--- src/rtl/sig_pkg.sv ---
// Shared types for the signature compactor.
// Assumes nothing beyond a SystemVerilog compiler.
package sig_pkg;
    // Next-state selection for the signature register.
    typedef enum logic [1:0] {
        SEL_HOLD = 2'd0,
        SEL_SEED = 2'd1,
        SEL_STEP = 2'd2
    } sig_sel_e;
endpackage

--- src/rtl/sig_poly_reg.sv ---
// Holds the feedback polynomial used by the update step.
// Assumes poly_i is only meaningful while poly_we_i is high.
module sig_poly_reg #(
    parameter int WIDTH = 32,
    parameter logic [WIDTH-1:0] POLY_RESET = WIDTH'(32'hEDB88320)
) (
    input  logic             clk,
    input  logic             rst_n,
    input  logic             poly_we_i,
    input  logic [WIDTH-1:0] poly_i,
    output logic [WIDTH-1:0] poly_o
);
    // Load the polynomial on a write, else keep it.
    always_ff @(posedge clk) begin
        if (!rst_n) begin
            poly_o <= POLY_RESET;
        end else if (poly_we_i) begin
            poly_o <= poly_i;
        end
    end

    assert_poly_load_R6: assert property (@(posedge clk) disable iff (!rst_n)
        poly_we_i |=> poly_o == $past(poly_i));
    assert_poly_hold_R6: assert property (@(posedge clk) disable iff (!rst_n)
        !poly_we_i |=> $stable(poly_o));
endmodule

--- src/rtl/sig_step_unit.sv ---
// Combinational update step: right shift through carry, then a
// conditional polynomial XOR, then the XOR of the data word.
// Assumes the caller registers the result.
module sig_step_unit #(
    parameter int WIDTH = 32
) (
    input  logic [WIDTH-1:0] sig_i,
    input  logic [WIDTH-1:0] poly_i,
    input  logic [WIDTH-1:0] word_i,
    output logic [WIDTH-1:0] next_o
);
    logic             carry;
    logic [WIDTH-1:0] shifted;
    logic [WIDTH-1:0] fed_back;

    // Shift right with a zero MSB, keeping the dropped bit as carry.
    always_comb begin
        carry   = sig_i[0];
        shifted = {1'b0, sig_i[WIDTH-1:1]};
    end

    // Apply the polynomial only when the carry is set.
    always_comb begin
        fed_back = carry ? (shifted ^ poly_i) : shifted;
    end

    // Fold in the incoming word last.
    always_comb begin
        next_o = fed_back ^ word_i;
    end
endmodule

--- src/rtl/sig_accum.sv ---
// Signature register with seed load and step update.
// Assumes sel_i is computed by the caller with clear ahead of step.
module sig_accum #(
    parameter int WIDTH = 32
) (
    input  logic              clk,
    input  logic              rst_n,
    input  sig_pkg::sig_sel_e sel_i,
    input  logic [WIDTH-1:0]  seed_i,
    input  logic [WIDTH-1:0]  step_i,
    output logic [WIDTH-1:0]  sig_o
);
    import sig_pkg::*;

    // Update the signature according to the selected source.
    always_ff @(posedge clk) begin
        if (!rst_n) begin
            sig_o <= '0;
        end else begin
            case (sel_i)
                SEL_SEED: sig_o <= seed_i;
                SEL_STEP: sig_o <= step_i;
                default:  sig_o <= sig_o;
            endcase
        end
    end

    assert_seed_load_R5: assert property (@(posedge clk) disable iff (!rst_n)
        sel_i == SEL_SEED |=> sig_o == $past(seed_i));
    assert_hold_R8: assert property (@(posedge clk) disable iff (!rst_n)
        sel_i == SEL_HOLD |=> $stable(sig_o));
endmodule

--- src/rtl/sig_read_strobe.sv ---
// Flags the cycle after a read request as carrying the final signature.
// Assumes the signature is frozen while read_i is high.
module sig_read_strobe (
    input  logic clk,
    input  logic rst_n,
    input  logic read_i,
    output logic valid_o
);
    // Delay the read request by one cycle.
    always_ff @(posedge clk) begin
        if (!rst_n) begin
            valid_o <= 1'b0;
        end else begin
            valid_o <= read_i;
        end
    end

    assert_valid_follows_read_R7: assert property (@(posedge clk) disable iff (!rst_n)
        read_i |=> valid_o);
    assert_valid_only_after_read_R7: assert property (@(posedge clk) disable iff (!rst_n)
        !read_i |=> !valid_o);
endmodule

--- src/rtl/sig_compactor.sv ---
// Word-serial signature compactor top. Accepts one word per cycle
// unless a read or clear is in progress, keeps a programmable
// polynomial, and flags the read result one cycle after the strobe.
// Assumes all control inputs are defined at every clock edge.
module sig_compactor #(
    parameter int WIDTH = 32,
    parameter logic [WIDTH-1:0] POLY_RESET = WIDTH'(32'hEDB88320)
) (
    input  logic             clk,
    input  logic             rst_n,
    input  logic             clear_i,
    input  logic [WIDTH-1:0] seed_i,
    input  logic             in_valid_i,
    output logic             in_ready_o,
    input  logic [WIDTH-1:0] in_word_i,
    input  logic             poly_we_i,
    input  logic [WIDTH-1:0] poly_i,
    input  logic             read_i,
    output logic [WIDTH-1:0] sig_o,
    output logic             sig_valid_o
);
    import sig_pkg::*;

    logic [WIDTH-1:0] poly_q;
    logic [WIDTH-1:0] step_next;
    logic             accept;
    sig_sel_e         sel;

    // Ready unless the register is being read or reloaded.
    always_comb begin
        in_ready_o = !(read_i || clear_i);
        accept     = in_valid_i && in_ready_o;
    end

    // Clear wins over a word update.
    always_comb begin
        if (clear_i)     sel = SEL_SEED;
        else if (accept) sel = SEL_STEP;
        else             sel = SEL_HOLD;
    end

    sig_poly_reg #(.WIDTH(WIDTH), .POLY_RESET(POLY_RESET)) i_poly (
        .clk(clk), .rst_n(rst_n), .poly_we_i(poly_we_i),
        .poly_i(poly_i), .poly_o(poly_q)
    );

    sig_step_unit #(.WIDTH(WIDTH)) i_step (
        .sig_i(sig_o), .poly_i(poly_q), .word_i(in_word_i), .next_o(step_next)
    );

    sig_accum #(.WIDTH(WIDTH)) i_accum (
        .clk(clk), .rst_n(rst_n), .sel_i(sel), .seed_i(seed_i),
        .step_i(step_next), .sig_o(sig_o)
    );

    sig_read_strobe i_read (
        .clk(clk), .rst_n(rst_n), .read_i(read_i), .valid_o(sig_valid_o)
    );

    assert_read_blocks_R4: assert property (@(posedge clk) disable iff (!rst_n)
        read_i |-> !in_ready_o);
    assert_read_freezes_R7: assert property (@(posedge clk) disable iff (!rst_n)
        (read_i && !clear_i) |=> $stable(sig_o));
    assert_reset_state_R1: assert property (@(posedge clk)
        !rst_n |=> (sig_o == '0 && !sig_valid_o));
endmodule

--- config.mk ---
export PLATFORM = sky130hd
export DESIGN_NAME = sig_compactor
export DESIGN_NICKNAME = d
export VERILOG_FILES = /design/src/rtl/sig_pkg.sv /design/src/rtl/sig_poly_reg.sv /design/src/rtl/sig_step_unit.sv /design/src/rtl/sig_accum.sv /design/src/rtl/sig_read_strobe.sv /design/src/rtl/sig_compactor.sv
export SDC_FILE = /design/constraint.sdc
export NUM_CORES = 1
export LEC_CHECK = 0
export ABC_AREA = 1
export BUFFER_PORTS_ARGS = -buffer_cell sky130_fd_sc_hd__clkbuf_2
export CORE_UTILIZATION = 45
export DETAILED_ROUTE_END_ITERATION = 7
export PLACE_DENSITY = 0.74
export SYNTH_ARGS = -nofsm -noshare
export SYNTH_HDL_FRONTEND = slang
export SYNTH_HIERARCHICAL = 1
export SYNTH_SLANG_ARGS = --single-unit
--- constraint.sdc ---
create_clock -name clk -period 1.4 [get_ports clk]
set_input_delay 0.07 -clock clk [delete_from_list [all_inputs] [get_ports clk]]
set_output_delay 0.07 -clock clk [all_outputs]
set_load 0.005 [all_outputs]
**Word-level counts from Yosys, hierarchy flattened**

Cells that the tools add are included.

- Equality and inequality tests: 2
- Bitwise logic cells: 2
- Mux-type cells: 4
- Reduce and logical (&&, ||, !) cells: 4

Operators by type and width:

| kind | count |
|---|---|
| $pmux W32 S2 | 1 |
| $mux W32 | 1 |
| $xor A31 B32 Y32 | 1 |
| $xor A32 B32 Y32 | 1 |
| $mux W2 | 2 |
| $eq A2 B1 Y1 const B | 1 |
| $eq A2 B2 Y1 const B | 1 |
| $reduce_bool A2 Y1 | 1 |
| $logic_and A1 B1 Y1 | 1 |
| $logic_not A1 Y1 | 1 |
| $logic_or A1 B1 Y1 | 1 |

- Output and inout bits: 34
- Bits in registers: 65

**Logic depth before layout (Yosys ltp)**

- Depth after elaboration: 7
- Gate-level depth with buffers: 10
- Depth with buffers taken out: 9

**Modules after synthesis**

Netlist, hierarchy kept.

By module, submodules not included:

| module | cells each | seq. area each (µm²) | area each (µm²) | times used |
|---|---|---|---|---|
| sig_accum | 275 | 640.6 | 1664.1 | 1 |
| sig_step_unit | 377 | 0.0 | 1520.2 | 1 |
| sig_poly_reg | 175 | 640.6 | 1239.9 | 1 |
| sig_compactor | 6 | 0.0 | 27.5 | 1 |
| sig_read_strobe | 3 | 20.0 | 27.5 | 1 |

**Least setup slack after synthesis**

No wires, ideal clock.

- Path kind: reg-to-reg
- From: register i_accum.sig_o[0]
- To: register i_accum.sig_o[11]
- Period minus slack after synthesis: 1.153 ns
- Arrival time: 1.035 ns
- Setup time: 0.117 ns
- Cell stages (with the launch flop): 11
- Data required time: 1.283 ns
- Path slack: 0.247 ns
- Cells stage by stage: dfxtp_1 buf_6 nand2_1 inv_1 nand3_1 nand2_1 inv_1 nand2_1 nand2_1 nor2_1 nor2_1

- Word-level cells in the longest chain between the ends: 3

Ends and longest elaborated chain:

| element | RTL line | text |
|---|---|---|
| start, declared | sig_accum.sv:11 | `output logic [WIDTH-1:0] sig_o` |
| start signal, assigned | sig_accum.sv:21 | `SEL_SEED: sig_o <= seed_i;` |
| start signal, assigned | sig_accum.sv:22 | `SEL_STEP: sig_o <= step_i;` |
| start signal, assigned | sig_accum.sv:23 | `default: sig_o <= sig_o;` |
| $mux W32 | sig_step_unit.sv:24 | `fed_back = carry ? (shifted ^ poly_i) : shifted;` |
| $xor A32 B32 Y32 | sig_step_unit.sv:29 | `next_o = fed_back ^ word_i;` |
| via step_next[11] | sig_compactor.sv:25 | `logic [WIDTH-1:0] step_next;` |
| $pmux W32 S2 | sig_accum.sv:20 | `case (sel_i)` |

The timed path passes the listed nets, and every way through them passes these cells.
A chain may end at the register's enable or synchronous reset.

**Worst setup path after layout**

- From: register i_accum.sig_o[0]
- To: register i_accum.sig_o[21]

Same word-level chain as after synthesis.

==> flow_metrics.env <==
export IMPL_status="completed"
export IMPL_vias=4868
export IMPL_die_h_um=101.8
export IMPL_wl_per_cell_um=9.407
export IMPL_dpl_hpwl_mm=7.487
export IMPL_synth_seq_cells=65
export IMPL_worstReg2RegEnd="i_accum/sig_o[21]"
export IMPL_detailed_place_area_mm2=0.005210
export IMPL_drc=0
export IMPL_fillerInstances=992
export IMPL_relSlewSlack=0.7687
export IMPL_grt_pass1_vias=4140
export IMPL_areaGrowthSynthToFinish_pct=25.56
export IMPL_antenna_found_initial=0
export IMPL_regToRegStartpoint="i_accum/sig_o[0]"
export IMPL_clk_insertion_delay_late_ns=0.33
export IMPL_vias_per_cell=4.331
export IMPL_diodes=0
export IMPL_grt_max_degree=37
export IMPL_reg2reg_depth=10
export IMPL_drtIter0Drc=165
export IMPL_critPathLaunchType="register"
export IMPL_clk_pin_slew_ns=0.07
export IMPL_regArea_mm2=0.001301
export IMPL_p_switching_uw=1502
export IMPL_ys_warn_count=6
export IMPL_crit_top_cell="nand2_1"
export IMPL_dpl_cell_count=1085
export IMPL_required_ns=1.63
export IMPL_power_leakage_uw=0.003505
export IMPL_critical_path_class="register to register"
export IMPL_hp_class="input pin to register"
export IMPL_cts_tree="yes"
export IMPL_fin_skew_ns=0.006688
export IMPL_crit_cells=10
export IMPL_cts_made_buffers=9
export IMPL_p_int_uw=3224
export IMPL_crit_path_top_delay_cell="dfxtp_1"
export IMPL_multi_input_area_mm2=0.002258
export IMPL_switching_share=0.3177
export IMPL_pwr_share_seq=0.453
export IMPL_whs_ns=0.03215
export IMPL_peakVddDrop_mv=0.5541
export IMPL_rsz0062_at_grt="no"
export IMPL_synth_area_mm2=0.004479
export IMPL_wirelength_mm=10.57
export IMPL_root_buffer="clkbuf_8"
export IMPL_critPathMaxFanout=14
export IMPL_place_gp_congestion=0.7468
export IMPL_syn_instance_count=836
export IMPL_fin_crit_ns=1.222
export IMPL_hold_viol=0
export IMPL_cpPeakStageDelay_ns=0.35
export IMPL_dr_pass1_iters=4
export IMPL_die_w_um=101.8
export IMPL_worstPathArrival_ns=1.45
export IMPL_post_cts_buffers=0
export IMPL_r2r_slack_ns=0.18
export IMPL_drive_above_1_share=0.1625
export IMPL_startpoint="i_accum/sig_o[0]"
export IMPL_synth_cell_types=16
export IMPL_fin_setup_tns_ns=0
export IMPL_numPortBuffers=135
export IMPL_layout_common_cells="nand2_1, inv_1, clkbuf_2"
export IMPL_power_density_mw_per_mm2=840.2
export IMPL_min_from="poly_i[17]"
export IMPL_pin_count=136
export IMPL_grt_util_all_layers=0.2136
export IMPL_tightest_slew_ns=0.3470
export IMPL_floorplan_initialDensity=0.4604
export IMPL_layout_setup_ws_ns=0.1785
export IMPL_cts_sinks=65
export IMPL_critPathTopFamily="simple AND/OR/NAND/NOR gates"
export IMPL_final_area_mm2=0.005624
export IMPL_clk_path_buf_depth=2
export IMPL_drv_slew=0
export IMPL_cts_htree_levels=3
export IMPL_grt_overflow=0
export IMPL_syn_nets=939
export IMPL_detail_route_antenna_nets=0
export IMPL_grt_pass1_wl_mm=17.57
export IMPL_instances_no_fill=1124
export IMPL_crit_end="i_accum/sig_o[21]"
export IMPL_post_place_ws_ns=0.1527
export IMPL_core_area_mm2=0.009729
export IMPL_setup_viol=0
export IMPL_max_freq_mhz=818.6
export IMPL_finalCritPeriodShare=0.8725
export IMPL_synth_sequential_area_ratio=0.2905
export IMPL_dieArea_mm2=0.01036
export IMPL_crit_buf_inv=3
export IMPL_avgSynthCellArea_um2=5.358
export IMPL_p_clk_frac=0.284
export IMPL_final_common_cell="nand2_1"
export IMPL_p_comb_frac=0.264
export IMPL_end_kind="register"
export IMPL_nets=1092
export IMPL_path_cells="buf_4 -> nand2_1 -> inv_1 -> nand3_1 -> nand2_1 -> inv_1 -> nand2_1 -> nand2_1 -> nor2_1 -> nor2_1"
export IMPL_maxCapViolCount=0
export IMPL_placementRows=36
cell type report:
type | count | area share
clock buffers | 12 | 0.02581
clock inverters | 1 | 0.0008899
inverters | 182 | 0.1215
multi-input cells | 560 | 0.4016
flip-flops and latches | 65 | 0.2314
well taps | 133 | 0.02959
repair buffers | 171 | 0.1893
worst reg2reg max path, stage by stage (launching register included):
cell and delay, ns:
dfxtp_1 0.35, buf_4 0.22, nand2_1 0.11, inv_1 0.06, nand3_1 0.06, nand2_1 0.05, inv_1 0.03, nand2_1 0.05
nand2_1 0.04, nor2_1 0.10, nor2_1 0.05
flip-flops by register name, summed over array words and instances, names as in the netlist:
signal and cells:
i_accum/sig_o 32, i_poly/poly_o 32, i_read/valid_o 1
synth_stat cells:
cell type    n  area [um^2]
nand3_1     76        380.4
clkbuf_1     1        3.750
nor2_1     132        495.5
buf_4        3        22.52
inv_2        2        7.510
nand2_2      1        6.260
xnor2_1      1        8.760
o21ai_0     32        160.2
dfxtp_1     65         1301
nor2_2       1        6.260
nand2_1    316         1186
inv_1      169        634.4
ha_1         1        12.51
buf_6       14        157.7
buf_2       11        55.05
clkinv_1    11        41.29
metrics by stage:
stage	util	total power [uW]
6_report	0.5781	4726
4_1_cts	0.5777	4808
5_1_grt	0.5781	5106
3_5_place_dp	0.5355	3367
2_1_floorplan	-	2966
3_3_place_gp	0.5355	3352
worst min-delay path by stage:
stage	to	slack (ns)	cells after the start
3_3_place_gp	i_read/valid_o	0.27	3
5_1_grt	i_poly/poly_o[12]	0.02	5
2_1_floorplan	i_read/valid_o	0.16	2
3_5_place_dp	i_read/valid_o	0.28	3
6_report	i_poly/poly_o[17]	0.03	5
4_1_cts	i_poly/poly_o[2]	0.001	5
what timing repair did:
action	CTS	global route
hold endpoints to repair	26	0
gates resized for setup	0	1
hold buffers	26	0
setup endpoints to repair	0	5
metal layers:
layer | GRT usage | up-vias | routed length (um)
li1 | - | 2727 | -
met1 | 0.2653 | 2029 | 5001
met2 | 0.3721 | 110 | 5107
met3 | 0.04624 | 2 | 420
met4 | 0.05686 | 0 | 44
met5 | 0 | - | 0
power by group through the flow:
stage / clock network [uW] / registers [uW] / logic [uW]
after floorplan: 0 / 2160 / 802
after global routing: 1480 / 2160 / 1460
after detailed placement: 0 / 2180 / 1190
after global placement: 0 / 2180 / 1170
final: 1340 / 2140 / 1250
after CTS: 1420 / 2140 / 1250
kinds of logic after synthesis:
group / share of synthesized area
buffers and inverters: 0.2059
DFF: 0.2905
xor gates and xnor gates: 0.001956
adders and majority gates: 0.002793
and+or+nand+nor: 0.4631
AOI/OAI and AO/OA: 0.03575
No activity file was read; power rests on OpenSTA's default activity.
